**config.mk**
```make
export PLATFORM = sky130hd
export DESIGN_NAME = fdc_host_regs
export DESIGN_NICKNAME = d
export VERILOG_FILES = /design/src/rtl/fdc_host_pkg.sv /design/src/rtl/fdc_bus_decode.sv /design/src/rtl/fdc_ptr_capture.sv /design/src/rtl/fdc_result_state.sv /design/src/rtl/fdc_host_regs.sv
export SDC_FILE = /design/constraint.sdc
export NUM_CORES = 1
export LEC_CHECK = 0
export BUFFER_PORTS_ARGS = -buffer_cell sky130_fd_sc_hd__buf_2
export CAP_MARGIN = 15
export CORE_AREA = 2 2 55 63
export CTS_CLUSTER_SIZE = 12
export DETAILED_ROUTE_END_ITERATION = 10
export DIE_AREA = 0 0 57 65
export PLACE_DENSITY = 0.75
export SLEW_MARGIN = 20
export SYNTH_ARGS = -nofsm -noshare
export SYNTH_HDL_FRONTEND = slang
export SYNTH_SLANG_ARGS = --single-unit
```
**constraint.sdc**
```tcl
create_clock -name clk -period 1.4 [get_ports clk]
set_input_delay 0.14 -clock clk [delete_from_list [all_inputs] [get_ports clk]]
set_output_delay 0.14 -clock clk [all_outputs]
set_load 0.03 [all_outputs]
```
**src/rtl/fdc_host_pkg.sv**
```systemverilog
`timescale 1ns/1ps
package fdc_host_pkg;

  // Offsets whose meaning other logic depends on
  localparam int unsigned OFS_STATUS = 0;
  localparam int unsigned OFS_LO     = 1;  // write: pointer low, read: result type
  localparam int unsigned OFS_HI     = 2;  // write: pointer high + start
  localparam int unsigned OFS_RBYTE  = 3;
  localparam int unsigned OFS_SRST   = 7;
  localparam int unsigned DRIVES     = 4;

  typedef enum logic [1:0] {
    RT_ERROR = 2'b00,
    RT_READY = 2'b10
  } rtype_e;

  // Status byte: ready bits split around the flag bits
  function automatic logic [7:0] pack_status(input logic [DRIVES-1:0] rdy, input logic irq);
    pack_status = {1'b0, rdy[3], rdy[2], 1'b1, 1'b1, irq, rdy[1], rdy[0]};
  endfunction

  // Ready-map view of the result byte
  function automatic logic [7:0] pack_ready(input logic [DRIVES-1:0] rdy);
    pack_ready = {rdy[1], rdy[0], rdy[3], rdy[2], 4'b0000};
  endfunction

endpackage

```
**src/rtl/fdc_bus_decode.sv**
```systemverilog
`timescale 1ns/1ps
module fdc_bus_decode #(
  parameter int unsigned ADDR_W = 3,
  localparam int unsigned NUM_OFS = 1 << ADDR_W
) (
  input  logic              bus_sel,
  input  logic              bus_wr,
  input  logic [ADDR_W-1:0] bus_addr,
  output logic [NUM_OFS-1:0] rd_ev,
  output logic              wr_lo_ev,
  output logic              wr_hi_ev,
  output logic              wr_srst_ev
);
  import fdc_host_pkg::*;

  logic rd_cyc, wr_cyc;
  assign rd_cyc = bus_sel && !bus_wr;
  assign wr_cyc = bus_sel && bus_wr;

  for (genvar g = 0; g < NUM_OFS; g++) begin : g_rd
    assign rd_ev[g] = rd_cyc && (bus_addr == ADDR_W'(g));
  end

  assign wr_lo_ev   = wr_cyc && (bus_addr == ADDR_W'(OFS_LO));
  assign wr_hi_ev   = wr_cyc && (bus_addr == ADDR_W'(OFS_HI));
  assign wr_srst_ev = wr_cyc && (bus_addr == ADDR_W'(OFS_SRST));

endmodule

```
**src/rtl/fdc_ptr_capture.sv**
```systemverilog
`timescale 1ns/1ps
module fdc_ptr_capture #(
  parameter int unsigned DATA_W = 8,
  parameter int unsigned PTR_W  = 16,
  localparam int unsigned HI_W  = PTR_W - DATA_W
) (
  input  logic              clk,
  input  logic              rst_n,
  input  logic              wr_lo_ev,
  input  logic              wr_hi_ev,
  input  logic [DATA_W-1:0] wdata,
  output logic [PTR_W-1:0]  ptr_o,
  output logic              start_o
);
  logic [DATA_W-1:0] lo_q;
  logic [HI_W-1:0]   hi_q;
  logic              start_q;

  always_ff @(posedge clk) begin
    if (!rst_n) begin
      lo_q    <= '0;
      hi_q    <= '0;
      start_q <= 1'b0;
    end else begin
      start_q <= wr_hi_ev;
      if (wr_lo_ev) lo_q <= wdata;
      if (wr_hi_ev) hi_q <= wdata[HI_W-1:0];
    end
  end

  assign ptr_o   = {hi_q, lo_q};
  assign start_o = start_q;

endmodule

```
**src/rtl/fdc_result_state.sv**
```systemverilog
`timescale 1ns/1ps
module fdc_result_state #(
  parameter int unsigned DATA_W = 8,
  parameter int unsigned NDRV   = 4
) (
  input  logic                 clk,
  input  logic                 rst_n,
  input  logic                 soft_rst,
  input  logic                 rd_type,
  input  logic                 rd_rbyte,
  input  logic                 done_i,
  input  logic                 done_err_i,
  input  logic [DATA_W-1:0]    done_code_i,
  input  logic [NDRV-1:0]      drive_ready_i,
  output fdc_host_pkg::rtype_e rtype_o,
  output logic [DATA_W-1:0]    err_code_o,
  output logic [NDRV-1:0]      ready_o,
  output logic                 irq_o
);
  import fdc_host_pkg::*;

  rtype_e            rtype_q;
  logic [DATA_W-1:0] err_q;
  logic [NDRV-1:0]   ready_q;
  logic              irq_q;
  logic              reinit;

  assign reinit = !rst_n || soft_rst;

  always_ff @(posedge clk) begin
    if (reinit) begin
      rtype_q <= RT_READY;
      err_q   <= '0;
      irq_q   <= 1'b0;
      ready_q <= drive_ready_i;
    end else if (done_i) begin
      irq_q   <= 1'b1;
      rtype_q <= done_err_i ? RT_ERROR : RT_READY;
      if (done_err_i) err_q <= done_code_i;
    end else begin
      if (rd_type)  irq_q   <= 1'b0;
      if (rd_rbyte) rtype_q <= (rtype_q == RT_ERROR) ? RT_READY : RT_ERROR;
    end
  end

  assign rtype_o    = rtype_q;
  assign err_code_o = err_q;
  assign ready_o    = ready_q;
  assign irq_o      = irq_q;

endmodule

```
**src/rtl/fdc_host_regs.sv**
```systemverilog
`timescale 1ns/1ps
module fdc_host_regs #(
  parameter int unsigned ADDR_W = 3,
  parameter int unsigned DATA_W = 8,
  parameter int unsigned PTR_W  = 16,
  parameter int unsigned NDRV   = 4
) (
  input  logic              clk,
  input  logic              rst_n,
  input  logic              bus_sel,
  input  logic              bus_wr,
  input  logic [ADDR_W-1:0] bus_addr,
  input  logic [DATA_W-1:0] bus_wdata,
  output logic [DATA_W-1:0] bus_rdata,
  input  logic [NDRV-1:0]   drive_ready_i,
  input  logic              done_i,
  input  logic              done_err_i,
  input  logic [DATA_W-1:0] done_code_i,
  output logic [PTR_W-1:0]  cmd_ptr_o,
  output logic              start_o,
  output logic              irq_o
);
  import fdc_host_pkg::*;

  localparam int unsigned NUM_OFS = 1 << ADDR_W;

  // Named internal events
  logic [NUM_OFS-1:0] rd_ev;
  logic               wr_lo_ev, wr_hi_ev, wr_srst_ev;
  rtype_e             rtype;
  logic [DATA_W-1:0]  err_code;
  logic [NDRV-1:0]    ready_map;
  logic [DATA_W-1:0]  status_view, type_view, rbyte_view;
  logic [DATA_W-1:0]  view [NUM_OFS];

  fdc_bus_decode #(.ADDR_W(ADDR_W)) u_dec (
    .bus_sel   (bus_sel),
    .bus_wr    (bus_wr),
    .bus_addr  (bus_addr),
    .rd_ev     (rd_ev),
    .wr_lo_ev  (wr_lo_ev),
    .wr_hi_ev  (wr_hi_ev),
    .wr_srst_ev(wr_srst_ev)
  );

  fdc_ptr_capture #(.DATA_W(DATA_W), .PTR_W(PTR_W)) u_ptr (
    .clk     (clk),
    .rst_n   (rst_n),
    .wr_lo_ev(wr_lo_ev),
    .wr_hi_ev(wr_hi_ev),
    .wdata   (bus_wdata),
    .ptr_o   (cmd_ptr_o),
    .start_o (start_o)
  );

  fdc_result_state #(.DATA_W(DATA_W), .NDRV(NDRV)) u_res (
    .clk          (clk),
    .rst_n        (rst_n),
    .soft_rst     (wr_srst_ev),
    .rd_type      (rd_ev[OFS_LO]),
    .rd_rbyte     (rd_ev[OFS_RBYTE]),
    .done_i       (done_i),
    .done_err_i   (done_err_i),
    .done_code_i  (done_code_i),
    .drive_ready_i(drive_ready_i),
    .rtype_o      (rtype),
    .err_code_o   (err_code),
    .ready_o      (ready_map),
    .irq_o        (irq_o)
  );

  assign status_view = pack_status(ready_map, irq_o);
  assign type_view   = {{(DATA_W-2){1'b0}}, rtype};
  assign rbyte_view  = (rtype == RT_ERROR) ? err_code : pack_ready(ready_map);

  for (genvar g = 0; g < NUM_OFS; g++) begin : g_view
    if (g == OFS_STATUS) begin : g_s
      assign view[g] = status_view;
    end else if (g == OFS_LO) begin : g_t
      assign view[g] = type_view;
    end else if (g == OFS_RBYTE) begin : g_r
      assign view[g] = rbyte_view;
    end else begin : g_z
      assign view[g] = '0;
    end
  end

  always_comb begin
    bus_rdata = '0;
    for (int i = 0; i < NUM_OFS; i++) begin
      if (rd_ev[i]) bus_rdata = view[i];
    end
  end

endmodule

```
==> run_results.csv <==
group,metric,value,unit
clock_network,htree_levels,2,
clock_network,clkLatencyLatePin,0.33,ns
placed_design,io_buffers,54,
sta,setup_violations,8,
min_path,hold-path-endpoint,"u_res.err_code_o[3]",
clock_network,cts_tree,"built",
global_route,grt_overflow,0,
global_route,grt_pass1_wl,5370,um
logic_synthesis,synth_edf_count,4,
detailed_routing,drc,0,
critical_path,crit_family,"flip-flops",
cells_and_area,stdcell_count,261,
critical_path,path_buf_inv,1,
floorplan,die_area,3710,um2
clock_network,clkTransAtPathRegs,0.10,ns
clock_network,max-clock-path-buffers,2,
placed_design,place_ws,0.0761,ns
clock_network,cts_sinks,31,
sta,max_freq,652,MHz
floorplan,start_util,0.445,
logic_synthesis,synth.avg_cell_area,8.84,um2
logic_synthesis,synth_common_cells,"27 x dfxtp_1, 19 x nand2_1, 17 x nand3_1, 17 x o21ai_0, 14 x a21boi_0",
detailed_routing,drt_iter0_markers,47,
logic_synthesis,syn_area,1400,um2
detailed_routing,first_pass_iters,4,
clock_network,numCtsBuffers,5,
logic_synthesis,yosysTopAreaCellShare,0.387,
critical_path,cp-start-kind,"register",
sta,hold_viol,0,
global_route,grt_max_degree,18,
sta,finalCriticalPeriod,1.53,ns
outcome,status,"complete, but fails checks",
logic_synthesis,seq_area_frac_synth,0.473,
critical_path,critical-path-max-stage-delay,0.40,ns
global_route,grt_use_total,0.183,
outcome,violations,"negative setup slack",
floorplan,core_area,3140,um2
critical_path,crit_type,"register to output pin",
cells_and_area,antennaDiodeCount,0,
run,max-cap-violations,0,
sta,layout_setup_ws,-0.134,ns
logic_synthesis,synth_cells,158,
logic_synthesis,yosys.cell_count.top_type,"dfxtp_1",
logic_synthesis,synth-seq-cells,31,
critical_path,worstRegToRegCells,4,
detailed_routing,vias,1337,
sta,slew_headroom,0.778,
cells_and_area,area_growth,36.1,%
placed_design,dp.cells,247,
floorplan,fp.dieH,65,um
critical_path,cp_max_fo,5,
critical_path,required,1.26,ns
power,power-per-cell-area,932,nW/um2
detailed_routing,wl,3260,um
power,irDropWorstVdd,0.778,mV
power,leakage,0.815,nW
floorplan,std_cell_rows,22,
sta,setup_tns,-0.735,ns
critical_path,crit_path_end_kind,"output pin",
floorplan,die_w,57,um
logic_synthesis,synth_area_leaders,"dfxtp_1 39%, edfxtp_1 8.6%, a21boi_0 7.5%",
critical_path,cp.arrival,1.39,ns
sta,finClkSkew,0,ns
sta,post-route-period-util,1.10,
sta,tightestPinTransition,0.333,ns
critical_path,cp_slowest_cell,"dfxtp_4",
placed_design,place_congestion,0.821,
min_path,hp-class,"input pin to register",
logic_synthesis,synth.distinct_cells,32,
critical_path,worstPathCellList,"mux2_4 > a22oi_2 > nor2_1 > buf_4",
placed_design,hpwl,2340,um
cells_and_area,drive_above_1_share,0.387,
sta,drv_slew,0,
detailed_routing,antenna_left,0,
logic_synthesis,synthesis.nets,187,
critical_path,reg2reg_to,"u_res.rtype_o[1]",
global_route,grt_pass1_vias,1218,
critical_path,worstReg2RegStart,"u_res.rtype_o[1]",
detailed_routing,routedWlPerCell,12.5,um
critical_path,r2r_setup_slack,0.37,ns
detailed_routing,via_per_inst,5.12,
cells_and_area,fin_nets,253,
floorplan,pin_count,55,
min_path,hold_path_startpoint,"done_code_i[3]",
clock_network,root_buffer,"clkbuf_4",
sta,rsz0062_at_grt,"true",
global_route,antenna_found_initial,0,
logic_synthesis,yosys_warnings,0,
logic_synthesis,synth_ff_type,"dfxtp_1",
logic_synthesis,synth_area_leader_cell,"dfxtp_1",
min_path,holdPathStages,3,
logic_synthesis,synthArstFlopShare,0,
[worst max-delay path by stage]
stage	end	start	depth (start not counted)	slack, ns
CTS	bus_rdata[5]	u_res.rtype_o[1]	4	-0.17
floorplan	bus_rdata[2]	u_res.rtype_o[1]	4	0.08
finish	bus_rdata[6]	u_res.rtype_o[1]	4	-0.13
detailed placement	bus_rdata[7]	bus_addr[2]	5	0.08
global placement	bus_rdata[7]	bus_addr[2]	5	0.06
global route	bus_rdata[6]	u_res.rtype_o[1]	4	-0.20
[cell usage in the layout, fill, tap and decap left out, types with 2 or more instances in the layout]
cell,n
buf_2,46
nand2_1,19
edfxtp_1,4
a22oi_2,4
nand3_1,17
mux2_4,3
nor2_1,9
o21ai_0,17
and3b_2,2
nand2b_1,2
dlygate4sd3_1,4
dfxtp_1,26
nor2b_1,2
a21boi_1,2
and2_1,2
a21oi_1,10
buf_4,19
a21oi_2,2
clkbuf_4,5
a21boi_0,14
[routing by layer]
layer,up-vias,GRT usage,part of all wire
li1,689,-,-
met1,603,0.222,0.43
met2,42,0.315,0.50
met3,3,0.0579,0.062
met4,0,0.0436,0.0074
met5,-,0,0
[per-stage QoR]
stage	cell area (um2)	hold slack [ns]	total power [mW]	util
after floorplan	1400	0.239	1.11	-
after global placement	1710	0.317	1.21	0.546
after detailed placement	1710	0.318	1.21	0.546
after global routing	1900	0.0199	1.86	0.606
final	1900	0.0413	1.77	0.606
after CTS	1840	0.0210	1.77	0.587
[worst reg2reg max path, delay by kind of cell (launching register included)]
kind | cells | cell delay (ns)
flops | 1 | 0.38
compound gates | 2 | 0.31
buf+inv | 1 | 0.13
simple gates | 1 | 0.11
[logic make-up (layout without fill, tap and decap cells)]
group,count (synthesis),after routing,synth area share
flops,31,31,0.473
compound gates,52,52,0.228
buf+inv,12,79,0.0546
mux,5,5,0.0385
simple gates,58,58,0.206
[state kept, by name (all words and copies together) (netlist names)]
name              flops
u_res.rtype_o         1
u_res.ready_o         4
u_ptr.lo_q            8
u_ptr.start_o         1
u_ptr.hi_q            8
u_res.irq_o           1
u_res.err_code_o      8
[cell type report]
cell class | count | area [um2]
clock buffer | 7 | 55.1
clock inverter | 1 | 5.00
fill | 299 | 1240
inverter | 1 | 3.75
multi-input combinational | 115 | 703
sequential | 31 | 664
tap | 36 | 45.0
timing repair buffer | 70 | 424
[power breakdown]
group | leakage [nW] | switching [mW] | internal [mW] | total [mW]
Combinational | 0.521 | 0.142 | 0.132 | 0.275
Sequential | 0.259 | 0.0217 | 0.932 | 0.954
Clock | 0.0353 | 0.301 | 0.243 | 0.544
Total | 0.815 | 0.465 | 1.31 | 1.77
[repair_timing]
action / 4_1_cts / 5_1_grt
gates resized for setup: 12 / 10
pin swaps: 1 / 7
buffers inserted: 0 / 2
hold buffers: 4 / 0
endpoints found under the hold margin: 4 / 0
setup endpoints to repair: 8 / 8
No activity file was read; power rests on OpenSTA's default activity.
